### src/rtl/irq_gw_pkg.sv
package irq_gw_pkg;

    typedef enum logic [1:0] {
        GW_ARMED      = 2'b00,
        GW_PENDING    = 2'b01,
        GW_IN_SERVICE = 2'b10
    } gw_state_e;

endpackage

### src/rtl/irq_gw_event_det.sv
module irq_gw_event_det (
    input  logic clk_i,
    input  logic rst_ni,
    input  logic line_i,
    input  logic edge_mode_i,
    output logic event_o
);

    logic prev_q;

    always_ff @(posedge clk_i or negedge rst_ni) begin
        if (!rst_ni) begin
            prev_q <= 1'b0;
        end else begin
            prev_q <= line_i;
        end
    end

    always_comb begin
        if (edge_mode_i) begin
            event_o = line_i & ~prev_q;
        end else begin
            event_o = line_i;
        end
    end

    // in edge mode an event needs the line low on the previous edge
    p_edge_needs_rise_r3: assert property (@(posedge clk_i) disable iff (!rst_ni)
        (edge_mode_i && prev_q) |-> !event_o);

endmodule

### src/rtl/irq_gw_cell.sv
module irq_gw_cell
    import irq_gw_pkg::*;
(
    input  logic clk_i,
    input  logic rst_ni,
    input  logic event_i,
    input  logic claim_i,
    input  logic complete_i,
    output logic pending_o
);

    gw_state_e state_q, state_d;

    always_ff @(posedge clk_i or negedge rst_ni) begin
        if (!rst_ni) begin
            state_q <= GW_ARMED;
        end else begin
            state_q <= state_d;
        end
    end

    always_comb begin
        state_d = state_q;
        unique case (state_q)
            GW_ARMED: begin
                if (claim_i) begin
                    state_d = GW_ARMED;
                end else if (event_i) begin
                    state_d = GW_PENDING;
                end
            end
            GW_PENDING: begin
                if (claim_i) begin
                    state_d = GW_IN_SERVICE;
                end
            end
            GW_IN_SERVICE: begin
                if (complete_i) begin
                    state_d = GW_ARMED;
                end
            end
            default: begin
                state_d = GW_ARMED;
            end
        endcase
    end

    always_comb begin
        pending_o = (state_q == GW_PENDING);
    end

    // a claim always leaves the pending bit low
    p_claim_clears_r5: assert property (@(posedge clk_i) disable iff (!rst_ni)
        claim_i |=> !pending_o);

    // pending holds until claimed
    p_pending_holds_r4: assert property (@(posedge clk_i) disable iff (!rst_ni)
        (pending_o && !claim_i) |=> pending_o);

    // no pending bit while awaiting completion
    p_locked_in_service_r6: assert property (@(posedge clk_i) disable iff (!rst_ni)
        (state_q == GW_IN_SERVICE) |=> !pending_o);

    // a claim on an armed gateway drops a simultaneous event
    p_claim_beats_event_r9: assert property (@(posedge clk_i) disable iff (!rst_ni)
        (state_q == GW_ARMED && claim_i) |=> (state_q == GW_ARMED));

    // complete to a pending gateway keeps it pending
    p_complete_noop_r8: assert property (@(posedge clk_i) disable iff (!rst_ni)
        (pending_o && complete_i && !claim_i) |=> pending_o);

endmodule

### src/rtl/irq_gateway_bank.sv
module irq_gateway_bank #(
    parameter int N_SRC = 8
) (
    input  logic             clk_i,
    input  logic             rst_ni,
    input  logic [N_SRC-1:0] src_i,
    input  logic [N_SRC-1:0] edge_mode_i,
    input  logic [N_SRC-1:0] claim_i,
    input  logic [N_SRC-1:0] complete_i,
    output logic [N_SRC-1:0] pending_o
);

    localparam logic [N_SRC-1:0] RESERVED_MASK = {{(N_SRC-1){1'b0}}, 1'b1};

    logic [N_SRC-1:0] line_gated;
    logic [N_SRC-1:0] event_w;

    assign line_gated = src_i & ~RESERVED_MASK;

    for (genvar g = 0; g < N_SRC; g++) begin : g_src
        irq_gw_event_det u_det (
            .clk_i       (clk_i),
            .rst_ni      (rst_ni),
            .line_i      (line_gated[g]),
            .edge_mode_i (edge_mode_i[g]),
            .event_o     (event_w[g])
        );

        irq_gw_cell u_cell (
            .clk_i      (clk_i),
            .rst_ni     (rst_ni),
            .event_i    (event_w[g]),
            .claim_i    (claim_i[g]),
            .complete_i (complete_i[g]),
            .pending_o  (pending_o[g])
        );
    end

    // the reserved ID never becomes pending
    p_reserved_idle_r10: assert property (@(posedge clk_i) disable iff (!rst_ni)
        1'b1 |=> !pending_o[0]);

    // an armed level source that is high and not claimed becomes pending
    for (genvar h = 1; h < N_SRC; h++) begin : g_chk
        p_level_sets_r2: assert property (@(posedge clk_i) disable iff (!rst_ni)
            (!edge_mode_i[h] && src_i[h] && !claim_i[h] && !pending_o[h]
             && $past(complete_i[h]) && $past(!pending_o[h]) && !$past(claim_i[h]))
            |=> pending_o[h]);
    end

endmodule

### config.mk
export PLATFORM = sky130hd
export DESIGN_NAME = irq_gateway_bank
export DESIGN_NICKNAME = d
export VERILOG_FILES = /design/src/rtl/irq_gw_pkg.sv /design/src/rtl/irq_gw_event_det.sv /design/src/rtl/irq_gw_cell.sv /design/src/rtl/irq_gateway_bank.sv
export SDC_FILE = /design/constraint.sdc
export NUM_CORES = 1
export LEC_CHECK = 0
export CAP_MARGIN = 20
export CORE_MARGIN = 8
export CORE_UTILIZATION = 30
export CTS_CLUSTER_SIZE = 20
export DETAILED_ROUTE_END_ITERATION = 8
export GPL_TIMING_DRIVEN = 0
export SYNTH_ARGS = -nofsm -noshare
export SYNTH_HDL_FRONTEND = slang
export SYNTH_HIERARCHICAL = 1
export SYNTH_SLANG_ARGS = --single-unit
### constraint.sdc
create_clock -name clk_i -period 0.85 [get_ports clk_i]
set_input_delay 0.17 -clock clk_i [delete_from_list [all_inputs] [get_ports clk_i]]
set_output_delay 0.17 -clock clk_i [all_outputs]
set_load 0.03 [all_outputs]
Word-level counts from Yosys, hierarchy flattened
Index checks and enable logic that the tools add are counted.

Register bits after elaboration: 23. Output and inout bits: 8. Word-level logic and storage cells: 131.

Equal/unequal tests: 40. Multiplexer cells: 46. Bitwise operators: 14. Reduce and logical (&&, ||, !) cells: 16.

Operators by type and width (count): 2-to-1 mux 2 bit (31); case mux 2 bit (3 select lines) (8); != test 2 bit (second input constant) (17); AND reduction 3 bit (8); != test 3 x 2 -> 1 bit (second input constant) (7); equality test 2 x 1 -> 1 bit (second input constant) (8); equality test 2 bit (second input constant) (8); zero test 2 bit (8); bitwise AND 1 bit (7); 2-to-1 mux 1 bit (7); inverter 1 bit (7).

Depth between registers and ports, before layout
Depth after elaboration: 6. Mapped depth: 3.

Cells and area by module
Netlist, hierarchy kept.

Modules (own cells, without submodules): irq_gw_cell (times used 8, cells an instance 7, area an instance 92.6 µm²); irq_gw_event_det (times used 8, cells an instance 2, area an instance 36.3 µm²); irq_gateway_bank (times used 1, cells an instance 1, area an instance 3.8 µm²).

Worst setup path before layout
No wires, ideal clock.

Path kind: register to register. From: register g_src[0].u_cell.state_q[0]. To: register g_src[0].u_cell.state_q[1]. Library setup time: 118 ps. Arrival: 710 ps. Setup slack: 22 ps. Cell stages (with the launch flop): 3. Path buffers: 0. Cell sequence: dfrtp_1 -> nor2b_4 -> a21o_1.

Longest elaborated chain between the ends: 3.

RTL lines: start: declaration (line irq_gw_cell.sv:12) `gw_state_e state_q, state_d;`; start signal: assignment (line irq_gw_cell.sv:18) `state_q <= state_d;`; equality test 2 x 1 -> 1 bit (*); via pending_o[0] (line irq_gateway_bank.sv:10) `output logic [N_SRC-1:0] pending_o`; != test 2 bit (no source line); AND reduction 3 bit (no source line).

The timed path passes the listed nets; every way through them passes the cells marked *. A chain may end at the register's enable or synchronous reset.

Final worst setup path
From: register g_src[3].u_cell.state_q[1]. To: output port pending_o[3].

Longest elaborated chain between the ends: 1.

RTL lines: start: declaration (line irq_gw_cell.sv:12); start signal: assignment (line irq_gw_cell.sv:18); equality test 2 x 1 -> 1 bit (line irq_gw_cell.sv:49) `pending_o = (state_q == GW_PENDING);`; end: declaration (line irq_gateway_bank.sv:10).

No other way between the ends.

==> summary.txt <==
Logic synthesis
  – Cells after Synth: 73
  – Mapped Avg Cell Area: 14.2 um^2
  – Main synth FF type: dfrtp_1
  – Post-Synth Adder-Cell Area: 0
  – Post-Synth XOR/XNOR Area: 0
  – Multiplexer share of the synthesized area: 0
  – Area leader, netlist: dfrtp_1
  – Synth Area in Compound Gates: 0.145
  – Post-synth top area share: 0.580
  – Top-count cell post-synth: dfrtp_1
  – Synth Area in Simple Gates: 0.271
  – Post-synth cell types: 8
  – Sequential element share of the synthesized area: 0.580
  – Top cells by area, synth: dfrtp_1 (58%), nor2b_4 (11%), nor3b_2 (9.7%)
  – Post-synth EDFFs: 0
  – Synthesized flop and latch total: 24
  – Largest family of logic cells by synthesized area: simple AND/OR/NAND/NOR gates
  – Synthesized cell area: 1030 um^2
  – Post-synth ARST share: 1.00
  – Synth Warn #: 6

CTS
  – CTS Buf Count: 3
  – Sink Count: 24
  – CTS tree: done
  – CTS H-tree depth: 1
  – Clock-pin transition on the worst setup and hold timing paths: 0.12 ns
  – Max Root-Sink Buffers: 2
  – Worst skew pair latency: 0.30 ns
  – Clock tree root driver cell: clkbuf_4

Power
  – Power per cell area: 1510 nW/um^2
  – Power, Total: 2710 uW
  – Leak: 0.000839 uW
  – Peak VDD IR: 713 uV

STA
  – Hold Vio Cnt, Final: 0
  – Clk_skew: ~0.00079 ns
  – Crit share post-route: 1.41
  – Shortest period the worst path allows: 1.20 ns
  – Fin worst setup slack: -0.346 ns
  – RSZ-0062 raised after global routing: yes
  – Setup violations, final: 14
  – Max Slew Vio Count: 0
  – Fmax achieved: 836 MHz

Floorplan
  – Chip Height: 74.7 um
  – Initial core utilization: 0.310
  – Std-Cell Rows: 21
  – Die width: 74.7 um
  – Full die area: about 5600 um^2
  – Core Box Area: between 3000 and 4000 um^2
  – Num ports: 42

GRT
  – Global-route wire length before repair: 3.85 mm
  – Largest net degree at the start of global routing: 25
  – Global route overflow: 0
  – Vias in the first global route: 934
  – Tot GR Track Use: 0.0898
  – Initial antenna violation count: 0

Run
  – Max-cap viol count: 0

Worst setup path
  – CP endpoint kind: output port
  – Startpoint Class: register
  – Reg2Reg Launch Point: g_src[1].u_cell/state_q[1]
  – R2r worst-path depth: 4
  – CP Max Fanout: 2
  – Arr. time, crit path: 1.03 ns
  – Worst R2R Setup Slack: -0.22 ns
  – Req. time, crit path: between 0.6 and 0.7 ns
  – Reg-to-Reg End: g_src[1].u_cell/state_q[1]
  – Kind of critical path: register to output port

Route
  – Final WL: about 2.4 mm
  – Drt first pass iters: 3
  – DR iter-0 viols: 5
  – Routed Antenna Nets: 0
  – Residual DRC: 0
  – Routed vias: around 790
  – Vias per Instance: between 4 and 5
  – Wirelength per Cell: approximately 13 um

Status
  – Failing checks: negative setup slack
  – Status: finished with violations

Final layout
  – Multi-input logic area: 485 um^2
  – Layout cells sized above 1: 0.442
  – Filler cell count: around 300
  – Nets@finish: 173
  – Ant. Diodes: 0
  – Area occupied by registers: 601 um^2
  – Area Growth Syn to Fin: 74.0%
  – Final core occ: 0.540

Placement
  – Post-DP HPWL: 1.75 mm
  – Routability Congestion: 0.636
  – Port bufs: 40

Worst hold path
  – Hold Path Depth: 1
  – Min-Delay Path Class: primary input to register
  – Worst Hold Launch: src_i[1]
  – Worst hold path endpoint: g_src[1].u_det/prev_q
==> worst max-delay path by stage <==
stage,start,endpoint,slack (ns),depth (start not counted)
2_1_floorplan,g_src[0].u_cell/state_q[0],g_src[0].u_cell/state_q[1],0.02,2
3_3_place_gp,rst_ni,g_src[1].u_det/prev_q,-0.67,1
3_5_place_dp,rst_ni,g_src[6].u_cell/state_q[1],-0.65,1
4_1_cts,g_src[5].u_cell/state_q[1],pending_o[5],-0.35,2
5_1_grt,g_src[3].u_cell/state_q[1],pending_o[3],-0.41,2
6_report,g_src[3].u_cell/state_q[1],pending_o[3],-0.35,2
==> flip-flops by register name, summed over array words and instances (netlist names) <==
| signal | count |
|---|---|
| g_src.u_det/prev_q | 8 |
| g_src.u_cell/state_q | 16 |
==> through the flow <==
step	cells	instance area, um^2	worst slack (ns)	hold slack [ns]	setup TNS [ns]
4_1_cts	180	1670	-0.349	0.147	-3.36
3_5_place_dp	160	1500	-0.655	0.500	-22.35
5_1_grt	184	1800	-0.410	0.278	-4.35
3_3_place_gp	160	1500	-0.672	0.491	-22.36
2_1_floorplan	74	1040	0.0217	-0.126	0
6_report	184	1800	-0.346	0.304	-3.43
==> placed cells by master, fill, tap and decap left out <==
master / n
clkbuf_8: 1
nor3b_2: 5
clkdlybuf4s50_1: 31
buf_6: 18
nor3_2: 2
clkdlybuf4s15_1: 1
dfrtp_1: 24
nor3b_4: 3
nor3_4: 1
buf_4: 8
nor2_2: 3
conb_1: 2
a21boi_2: 8
nor2_1: 5
a21o_1: 8
dlygate4sd3_1: 1
nor3_1: 5
nor2b_4: 8
clkbuf_4: 3
buf_16: 1
==> cell type report <==
type                       count  share of cell area
timing repair buffer          60               0.345
sequential                    24               0.334
multi-input combinational     50               0.270
tap                           46              0.0320
clock buffer                   4              0.0202
==> metal layers <==
metal	up-vias	track usage	wire (um)
li1	383	-	-
met4	0	0.0522	50
met2	25	0.164	1340
met5	-	0	0
met1	374	0.0869	826
met3	4	0.0280	156
==> where the power goes <==
part	internal [uW]	total, uW	switching (uW)
Clock	261	575	314
Sequential	1240	1310	77.1
Combinational	515	821	306
==> cell families (layout without fill, tap and decap cells) <==
family / Yosys count / after routing
and+or+nand+nor: 32 / 32
DFF: 24 / 24
AOI/OAI and AO/OA: 16 / 16
other: 1 / 2
buffers and inverters: 0 / 64
==> what timing repair did <==
action,CTS,global route
resized for setup,59,19
endpoints found under the setup margin,34,22
hold buffers,0,1
endpoints found under the hold margin,0,5
buffers inserted,16,3
pin swaps,2,3
==> worst max-delay path: stages, from the launching register on <==
cell	delay [ns]
dfrtp_1	0.44
nor2b_4	0.14
buf_6	0.14
Note: power is estimated with default switching activity, not from simulation.
